### config.mk
export PLATFORM = sky130hd
export DESIGN_NAME = ilen_aligner
export DESIGN_NICKNAME = d
export VERILOG_FILES = /design/src/rtl/ilen_pkg.sv /design/src/rtl/ilen_classify.sv /design/src/rtl/ilen_gather.sv /design/src/rtl/ilen_outreg.sv /design/src/rtl/ilen_aligner.sv
export SDC_FILE = /design/constraint.sdc
export NUM_CORES = 1
export LEC_CHECK = 0
export ABC_CLOCK_PERIOD_IN_PS = 3400
export BUFFER_PORTS_ARGS = -buffer_cell sky130_fd_sc_hd__buf_4
export CAP_MARGIN = 20
export CORE_ASPECT_RATIO = 0.7
export CORE_UTILIZATION = 55
export DETAILED_ROUTE_END_ITERATION = 8
export GPL_ROUTABILITY_DRIVEN = 0
export HOLD_SLACK_MARGIN = 0.08
export PLACE_DENSITY = 0.88
export SLEW_MARGIN = 20
export SYNTH_ARGS = -nofsm -noshare
export SYNTH_HDL_FRONTEND = slang
export SYNTH_SLANG_ARGS = --single-unit
### constraint.sdc
create_clock -name clk -period 3.4 [get_ports clk]
set_input_delay 0.34 -clock clk [delete_from_list [all_inputs] [get_ports clk]]
set_output_delay 0.34 -clock clk [all_outputs]
set_load 0.05 [all_outputs]
### src/rtl/ilen_pkg.sv
package ilen_pkg;

    typedef enum logic [2:0] {
        CLS_C16  = 3'd0,
        CLS_W32  = 3'd1,
        CLS_W48  = 3'd2,
        CLS_W64  = 3'd3,
        CLS_VBLK = 3'd4
    } ilen_cls_e;

    // halfwords occupied by an instruction of a given class
    function automatic int unsigned hw_count(ilen_cls_e c);
        case (c)
            CLS_C16:  return 1;
            CLS_W48:  return 3;
            CLS_W64:  return 4;
            default:  return 2;
        endcase
    endfunction

endpackage

### src/rtl/ilen_classify.sv
module ilen_classify
    import ilen_pkg::*;
#(
    parameter int OPC_W    = 6,
    parameter int ESC_SPAN = 8
) (
    input  logic [OPC_W-1:0] opc,
    input  logic             esc_en,
    output ilen_cls_e        cls
);
    localparam int GRP_W = $clog2(ESC_SPAN);

    logic in_span;
    assign in_span = (opc < OPC_W'(ESC_SPAN));

    always_comb begin
        cls = CLS_W32;
        if (esc_en && in_span) begin
            // opcodes are taken over in pairs; the pair index picks the length
            case (opc[GRP_W-1:1])
                2'd0:    cls = CLS_C16;
                2'd1:    cls = CLS_W48;
                2'd2:    cls = CLS_W64;
                default: cls = CLS_VBLK;
            endcase
        end
    end

endmodule

### src/rtl/ilen_gather.sv
module ilen_gather
    import ilen_pkg::*;
#(
    parameter int HW_W   = 16,
    parameter int MAX_HW = 4
) (
    input  logic                   clk,
    input  logic                   rst_n,
    input  logic                   take,
    input  logic                   flush,
    input  logic [HW_W-1:0]        hw,
    input  ilen_cls_e              first_cls,
    output logic                   done,
    output logic [HW_W*MAX_HW-1:0] word,
    output ilen_cls_e              word_cls
);
    localparam int INSN_W = HW_W * MAX_HW;
    localparam int CNT_W  = $clog2(MAX_HW + 1);

    typedef struct packed {
        logic [CNT_W-1:0]  cnt;
        logic [INSN_W-1:0] acc;
        ilen_cls_e         cls;
    } gat_st_t;

    gat_st_t st_d, st_q;
    logic [INSN_W-1:0] acc_new;
    ilen_cls_e         cur_cls;
    logic [CNT_W-1:0]  need;

    always_comb begin
        st_d    = st_q;
        done    = 1'b0;
        cur_cls = (st_q.cnt == '0) ? first_cls : st_q.cls;
        acc_new = (st_q.cnt == '0) ? INSN_W'(hw)
                                   : {st_q.acc[INSN_W-HW_W-1:0], hw};
        need    = CNT_W'(hw_count(cur_cls));
        if (flush) begin
            st_d.cnt = '0;
        end else if (take) begin
            st_d.acc = acc_new;
            st_d.cls = cur_cls;
            if (st_q.cnt + CNT_W'(1) == need) begin
                done     = 1'b1;
                st_d.cnt = '0;
            end else begin
                st_d.cnt = st_q.cnt + CNT_W'(1);
            end
        end
        word     = acc_new;
        word_cls = cur_cls;
    end

    always_ff @(posedge clk or negedge rst_n) begin
        if (!rst_n) begin
            st_q.cnt <= '0;
            st_q.acc <= '0;
            st_q.cls <= CLS_W32;
        end else begin
            st_q <= st_d;
        end
    end

    // a flush leaves no partial instruction behind
    p_flush_clear_r10: assert property (@(posedge clk) disable iff (!rst_n)
        flush |=> st_q.cnt == '0);

    // the fill count never reaches the widest instruction
    p_cnt_bound_r8: assert property (@(posedge clk) disable iff (!rst_n)
        st_q.cnt < CNT_W'(MAX_HW));

endmodule

### src/rtl/ilen_outreg.sv
module ilen_outreg
    import ilen_pkg::*;
#(
    parameter int INSN_W = 64
) (
    input  logic              clk,
    input  logic              rst_n,
    input  logic              load,
    input  logic [INSN_W-1:0] word,
    input  ilen_cls_e         cls,
    input  logic              out_ready,
    output logic              can_load,
    output logic              out_valid,
    output logic [INSN_W-1:0] out_insn,
    output ilen_cls_e         out_cls
);
    typedef struct packed {
        logic              vld;
        logic [INSN_W-1:0] insn;
        ilen_cls_e         cls;
    } out_st_t;

    out_st_t st_d, st_q;

    always_comb begin
        st_d     = st_q;
        can_load = !st_q.vld || out_ready;
        if (load) begin
            st_d.vld  = 1'b1;
            st_d.insn = word;
            st_d.cls  = cls;
        end else if (out_ready) begin
            st_d.vld = 1'b0;
        end
    end

    always_ff @(posedge clk or negedge rst_n) begin
        if (!rst_n) begin
            st_q.vld  <= 1'b0;
            st_q.insn <= '0;
            st_q.cls  <= CLS_W32;
        end else begin
            st_q <= st_d;
        end
    end

    assign out_valid = st_q.vld;
    assign out_insn  = st_q.insn;
    assign out_cls   = st_q.cls;

    // a held instruction stays unchanged until it is taken
    p_hold_r9: assert property (@(posedge clk) disable iff (!rst_n)
        (out_valid && !out_ready) |=> (out_valid && $stable(out_insn) && $stable(out_cls)));

    // nothing is loaded over a held instruction
    p_no_overwrite_r9: assert property (@(posedge clk) disable iff (!rst_n)
        (out_valid && !out_ready) |-> !load);

endmodule

### src/rtl/ilen_aligner.sv
module ilen_aligner
    import ilen_pkg::*;
#(
    parameter int HW_W     = 16,
    parameter int MAX_HW   = 4,
    parameter int OPC_W    = 6,
    parameter int ESC_SPAN = 8
) (
    input  logic                   clk,
    input  logic                   rst_n,
    input  logic                   esc_en,
    input  logic                   flush,
    input  logic                   in_valid,
    output logic                   in_ready,
    input  logic [HW_W-1:0]        in_hw,
    output logic                   out_valid,
    input  logic                   out_ready,
    output logic [HW_W*MAX_HW-1:0] out_insn,
    output logic [2:0]             out_cls
);
    localparam int INSN_W = HW_W * MAX_HW;

    ilen_cls_e          first_cls;
    ilen_cls_e          g_cls;
    ilen_cls_e          o_cls;
    logic               take;
    logic               done;
    logic               can_load;
    logic [INSN_W-1:0]  g_word;

    assign in_ready = !flush && can_load;
    assign take     = in_valid && in_ready;
    assign out_cls  = o_cls;

    ilen_classify #(.OPC_W(OPC_W), .ESC_SPAN(ESC_SPAN)) u_cls (
        .opc    (in_hw[HW_W-1 -: OPC_W]),
        .esc_en (esc_en),
        .cls    (first_cls)
    );

    ilen_gather #(.HW_W(HW_W), .MAX_HW(MAX_HW)) u_gat (
        .clk       (clk),
        .rst_n     (rst_n),
        .take      (take),
        .flush     (flush),
        .hw        (in_hw),
        .first_cls (first_cls),
        .done      (done),
        .word      (g_word),
        .word_cls  (g_cls)
    );

    ilen_outreg #(.INSN_W(INSN_W)) u_out (
        .clk       (clk),
        .rst_n     (rst_n),
        .load      (done),
        .word      (g_word),
        .cls       (g_cls),
        .out_ready (out_ready),
        .can_load  (can_load),
        .out_valid (out_valid),
        .out_insn  (out_insn),
        .out_cls   (o_cls)
    );

    // intake stalls behind a held output
    p_stall_r9: assert property (@(posedge clk) disable iff (!rst_n)
        (out_valid && !out_ready) |-> !in_ready);

    // no halfword is accepted during a flush
    p_flush_r10: assert property (@(posedge clk) disable iff (!rst_n)
        flush |-> !in_ready);

    // only the five defined class codes leave the block
    p_cls_legal_r11: assert property (@(posedge clk) disable iff (!rst_n)
        out_valid |-> out_cls <= 3'd4);

    // a one-halfword instruction has zero upper bits
    p_upper_zero_r8: assert property (@(posedge clk) disable iff (!rst_n)
        (out_valid && out_cls == 3'd0) |-> out_insn[INSN_W-1:HW_W] == '0);

    // two-halfword units have zero upper bits
    p_word_zero_r8: assert property (@(posedge clk) disable iff (!rst_n)
        (out_valid && (out_cls == 3'd1 || out_cls == 3'd4)) |-> out_insn[INSN_W-1:2*HW_W] == '0);

endmodule

### Word level (Yosys, flattened, before mapping)

Index checks and enable logic that the tools add are counted.

* add/subtract/negate cells: 1
* $mul: 0
* div/mod/pow operators: 0
* order comparisons: 1
* equal/unequal tests: 5
* shifts and indexed selects: 0
* multiplexer cells: 13
* bitwise operators: 1
* reductions and logical operators: 12

Operator list (count)
* 2-to-1 mux 70 bit: 1
* 2-to-1 mux 64 bit: 1
* one-hot mux 3 bit (3 select lines): 2
* 2-to-1 mux 3 bit: 4
* == test 3 x 2 -> 1 bit (second input constant): 2
* logical NOT 3 bit: 2
* less-than comparator 6 x 4 -> 1 bit (second input constant): 1
* 2-to-1 mux 1 bit: 5
* nonzero test 2 bit: 2
* adder 3 x 1 -> 3 bit (second input constant): 1
* == test 3 bit: 1
* logical AND 1 bit: 3
* == test 2 x 1 -> 1 bit (second input constant): 1
* == test 2 bit (second input constant): 1
* logical NOT 1 bit: 2
* logical NOT 2 bit: 1
* AND reduction 2 bit: 1
* logical OR 1 bit: 1
* NOT 1 bit: 1

* flip-flop bits (word level): 138
* bits in latches: 0
* bits in writable memories: 0
* ROM bits: 0
* input bits: 22
* output and inout bits: 69
* memories kept: 0

### Longest topological paths before layout

* word-level depth: 11
* gate-level depth with buffers: 10

### Hierarchy

A second synthesis with hierarchy kept.

* cell total of the unflattened synthesis: 413
* area, all modules: 5418.9 µm²

Modules (own cells, without submodules)
* ilen_gather: instances 1, cells an instance 259, area an instance 2722.6 µm², sequential area each 1352.5 µm²
* ilen_outreg: instances 1, cells an instance 145, area an instance 2606.2 µm², sequential area each 1702.9 µm²
* ilen_classify: instances 1, cells an instance 7, area an instance 75.1 µm², sequential area each 0.0 µm²
* ilen_aligner: instances 1, cells an instance 2, area an instance 15.0 µm², sequential area each 0.0 µm²

### Worst setup path after synthesis

Ideal clock, no wire load.

* kind: register to register
* start: register u_gat.st_q[67] in the netlist's numbering
* end: register u_out.st_q, in the netlist u_out.out_insn[5]
* arrival: 2.312 ns
* data required time: 3.272 ns
* setup slack: 0.960 ns
* stages on the path, launching flop included: 9
* cells stage by stage: dfrtp_1 > inv_1 > ha_1 > nor3b_1 > a221o_1 > a311o_1 > a31oi_4 > buf_4 > mux2_1

* longest elaborated chain between the ends: 8

RTL lines
* start: declaration: line ilen_gather.sv:26 `gat_st_t st_d, st_q;`
* start signal: assignment: line ilen_gather.sv:60 `st_q <= st_d;`
* logical NOT 3 bit: line ilen_gather.sv:34 `cur_cls = (st_q.cnt == '0) ? first_cls : st_q.cls;`
* 2-to-1 mux 3 bit: line ilen_gather.sv:34
* == test 3 x 2 -> 1 bit / logical NOT 3 bit (equally long branches): line ilen_pkg.sv:13 `case (c)`
* one-hot mux 3 bit (3 select lines): line ilen_pkg.sv:13
* == test 3 bit (*): line ilen_gather.sv:43 `if (st_q.cnt + CNT_W'(1) == need) begin`
* 2-to-1 mux 1 bit (*): line ilen_gather.sv:43
* 2-to-1 mux 1 bit (*): line ilen_gather.sv:40 `end else if (take) begin`
* 2-to-1 mux 1 bit (*): line ilen_gather.sv:38 `if (flush) begin`
* end signal: assignment: line ilen_outreg.sv:43 `st_q <= st_d;`
* end: declaration: line ilen_outreg.sv:23 `out_st_t st_d, st_q;`

Every way passes the cells marked *; elsewhere a longest branch is shown, timed or not.
A chain may end at the register's enable or synchronous reset.

### Final worst setup path

* start: register u_gat.st_q[67] in the netlist's numbering
* end: register u_out.st_q, in the netlist u_out.out_insn[25]

* longest elaborated chain between the ends: 8

RTL lines (line)
* logical NOT 3 bit: ilen_gather.sv:34, ilen_gather.sv:35
* 2-to-1 mux 3 bit: ilen_gather.sv:34
* == test 3 x 2 -> 1 bit / logical NOT 3 bit (equally long branches): ilen_pkg.sv:13
* one-hot mux 3 bit (3 select lines): ilen_pkg.sv:13
* == test 3 bit: ilen_gather.sv:43
* 2-to-1 mux 1 bit: ilen_gather.sv:43
* 2-to-1 mux 1 bit: ilen_gather.sv:40
* 2-to-1 mux 1 bit: ilen_gather.sv:38

Parallel ways exist; a longest one is shown, timed or not.

==> flow_summary.json <==
{
  "whs_path_depth": 2,
  "drcViolationCount": 0,
  "clkTransAtPathRegs_ns": 0.06,
  "die_height_microns": 82.6,
  "drt_wl_total_microns": 11800,
  "setup_viol": 0,
  "hold_viol": 0,
  "detail-route-antenna-nets": 0,
  "setup.worst_path.start_class": "flop",
  "syn_area_sq_um": 5100,
  "critPathRequiredTime_ns": 3.72,
  "cts_tree": "yes",
  "arrival_ns": 3.38,
  "num_vias": 3676,
  "numCtsBuffers": 17,
  "insertion_delay_ns": 0.41,
  "powerDensity_nw_per_um2": 1060,
  "fillers": 545,
  "drt_pass1_iterations": 5,
  "worst_slew_pin_slew_ns": 0.838,
  "top_layer": "met4",
  "port_buffers": 90,
  "utilization": 0.745,
  "cap_violations": 0,
  "status": "completed",
  "drt_iter0_drc": 287,
  "final-seq-area_sq_um": 3060,
  "reg2regPathDepth": 10,
  "netlist.area_leader.share": 0.589,
  "grt_max_degree": 92,
  "startpoint": "u_gat.st_q[67]$_DFFE_PN0P_",
  "grt_pass1_vias": 3661,
  "ios": 91,
  "ys.flop_type": "dfrtp_1",
  "place_ws_ns": 0.447,
  "yosysWarnings": 0,
  "synth_area_leaders": "dfrtp_1 59%, mux2i_1 9.4%, mux2_2 6.6%, nand2_1 6.3%, inv_1 3.9%",
  "relSlewSlack": 0.441,
  "fin_tns_setup_ns": 0,
  "rsz0062_at_grt": "false",
  "cts-root-buf": "clkbuf_16",
  "fin_worst_skew_ns": 0.00988,
  "max_freq_mhz": 328,
  "synth-edff-count": 0,
  "grt_usage": 0.263,
  "vdd_drop_max_mv": 0.661,
  "final_layout_size_suffix_gt1_frac": 0.304,
  "cts_setup_buffers": 0,
  "cts_buffer_depth": 2,
  "layout.nets": 566,
  "via_per_inst": 5.46,
  "area_growth_pct": 27.4,
  "htreeDepth": 4,
  "wl_met2_microns": 5850,
  "diodes": 0,
  "die_x_microns": 117,
  "antenna_found_initial": 0,
  "yosysMostFrequentCell": "dfrtp_1",
  "min_period_over_period": 0.898,
  "wl_met1_microns": 5190,
  "crit_fanout": 26,
  "yosysSeqAreaShare": 0.599,
  "start_util": 0.585,
  "min_path_type": "primary input to flop",
  "synth_largest_area_cell": "dfrtp_1",
  "reg2reg_slack_ns": 0.35,
  "wl_per_cell_microns": 17.6,
  "synth_cell_type_count": 40,
  "cp-end-kind": "flop",
  "rows": 28,
  "path_class": "flop to flop",
  "synthTopCellsByCount": "120 x dfrtp_1, 85 x nand2_1, 53 x inv_1",
  "syn_inst": 446,
  "ys_ff_latch": 122,
  "hpwl_microns": 7400,
  "r2r_end": "u_out.out_insn[25]$_DFFE_PN0P_",
  "worstHoldEndpoint": "u_gat.st_q[69]$_DFFE_PN0P_",
  "wl_met3_microns": 666,
  "hold_start": "flush",
  "synth_nets": 472,
  "min_period_ns": 3.05,
  "grt-ovfl-total": 0,
  "fin_ws_ns": 0.347,
  "power.leakage_nw": 3.02,
  "syn_area_per_cell_sq_um": 11.4,
  "grt_pass1_wl_microns": 18500,
  "dieArea_sq_um": 9670,
  "r2r_start": "u_gat.st_q[67]$_DFFE_PN0P_",
  "synthArstFlopShare": 1.00,
  "multi_input_area_sq_um": 1720,
  "drv_slew": 0,
  "clock-sinks": 122,
  "core_area_sq_um": 8720
}
-- routing by layer --
layer	track usage	vias up
met2	0.439	144
met5	0	-
met1	0.345	1861
li1	-	1649
met3	0.0628	22
met4	0.0835	0
-- what timing repair did --
item / CTS / global route
hold buffers: 1 / 0
endpoints found under the hold margin: 48 / 0
resized for setup: 0 / 0
-- report_power, final --
group          total, mW  leakage (nW)  switching [mW]  internal (mW)
clock network       1.83         0.279           0.675           1.16
logic               2.82          1.21            1.99          0.824
registers           2.26          1.53           0.313           1.95
total               6.91          3.02            2.98           3.93
-- how the worst max path moves through the flow --
stage                                endpoint  slack (ns)  cells after the start
6_report       u_out.out_insn[25]$_DFFE_PN0P_        0.35                     10
3_3_place_gp   u_out.out_insn[11]$_DFFE_PN0P_        0.58                      8
4_1_cts        u_out.out_insn[46]$_DFFE_PN0P_        0.39                     10
3_5_place_dp   u_out.out_insn[29]$_DFFE_PN0P_        0.45                     10
5_1_grt        u_out.out_insn[46]$_DFFE_PN0P_        0.17                     10
2_1_floorplan   u_out.out_insn[5]$_DFFE_PN0P_        0.96                      8
-- metrics by stage --
stage	cells	hold slack, ns	instance area [sq um]	power [mW]
floorplan	446	0.0444	5100	4.13
detailed placement	640	0.397	5890	5.06
CTS	673	0.124	6500	6.92
global route	673	0.125	6500	7.17
global placement	640	0.386	5890	4.98
finish	673	0.129	6500	6.91
-- cells in the final DEF (no fill, tap or decap), types with 2 or more instances in the layout --
master      netlist  routed
dfrtp_1         120     120
inv_1            53      53
o31ai_1           2       2
clkbuf_16         0      17
nor2_1            5       5
ha_1              4       4
bufinv_16         0       3
nor3b_1           2       2
nor2b_1           2       2
a21oi_1           3       3
mux2_1            5       5
clkinvlp_4        0       5
mux2_2           30      30
nand2_1          85      85
inv_6             0       2
buf_12            0       2
nand3_1           5       5
o21ai_0          35      35
clkinv_2          0       2
mux2i_1          48      48
dfstp_2           2       2
buf_4             4      96
clkinv_4          0       2
-- sequential cells by signal, indices dropped and copies added (netlist names) --
register         cells
u_out.out_cls        3
u_out.out_insn      64
u_gat.st_q          54
u_out.out_valid      1
-- kinds of logic after synthesis --
kind of cell / Yosys count / synth area share
flip-flops: 122 / 0.599
AND/OR/NAND/NOR: 108 / 0.0910
multiplexers: 83 / 0.171
buffers and inverters: 77 / 0.0643
AO/OA/AOI/OAI: 51 / 0.0628
adder cells (fa/ha/maj): 4 / 0.00981
XOR/XNOR: 1 / 0.00172
-- area by class of cell --
class	instances	area share
Clock buffer	18	0.0660
Clock inverter	14	0.0266
Inverter	53	0.0306
Multi-Input combinational cell	247	0.265
Sequential cell	122	0.470
Tap cell	120	0.0231
Timing Repair Buffer	99	0.119
-- critical path, cell delays in order, from the launching register on --
cell and delay, ns:
dfrtp_1 0.41, inv_1 0.10, ha_1 0.27, nand2b_2 0.29, buf_4 0.36, nand3_1 0.12
a311o_1 0.35, a31oi_4 0.31, buf_4 0.28, buf_4 0.25, mux2i_1 0.21
Power figures use the tool's default switching activity.
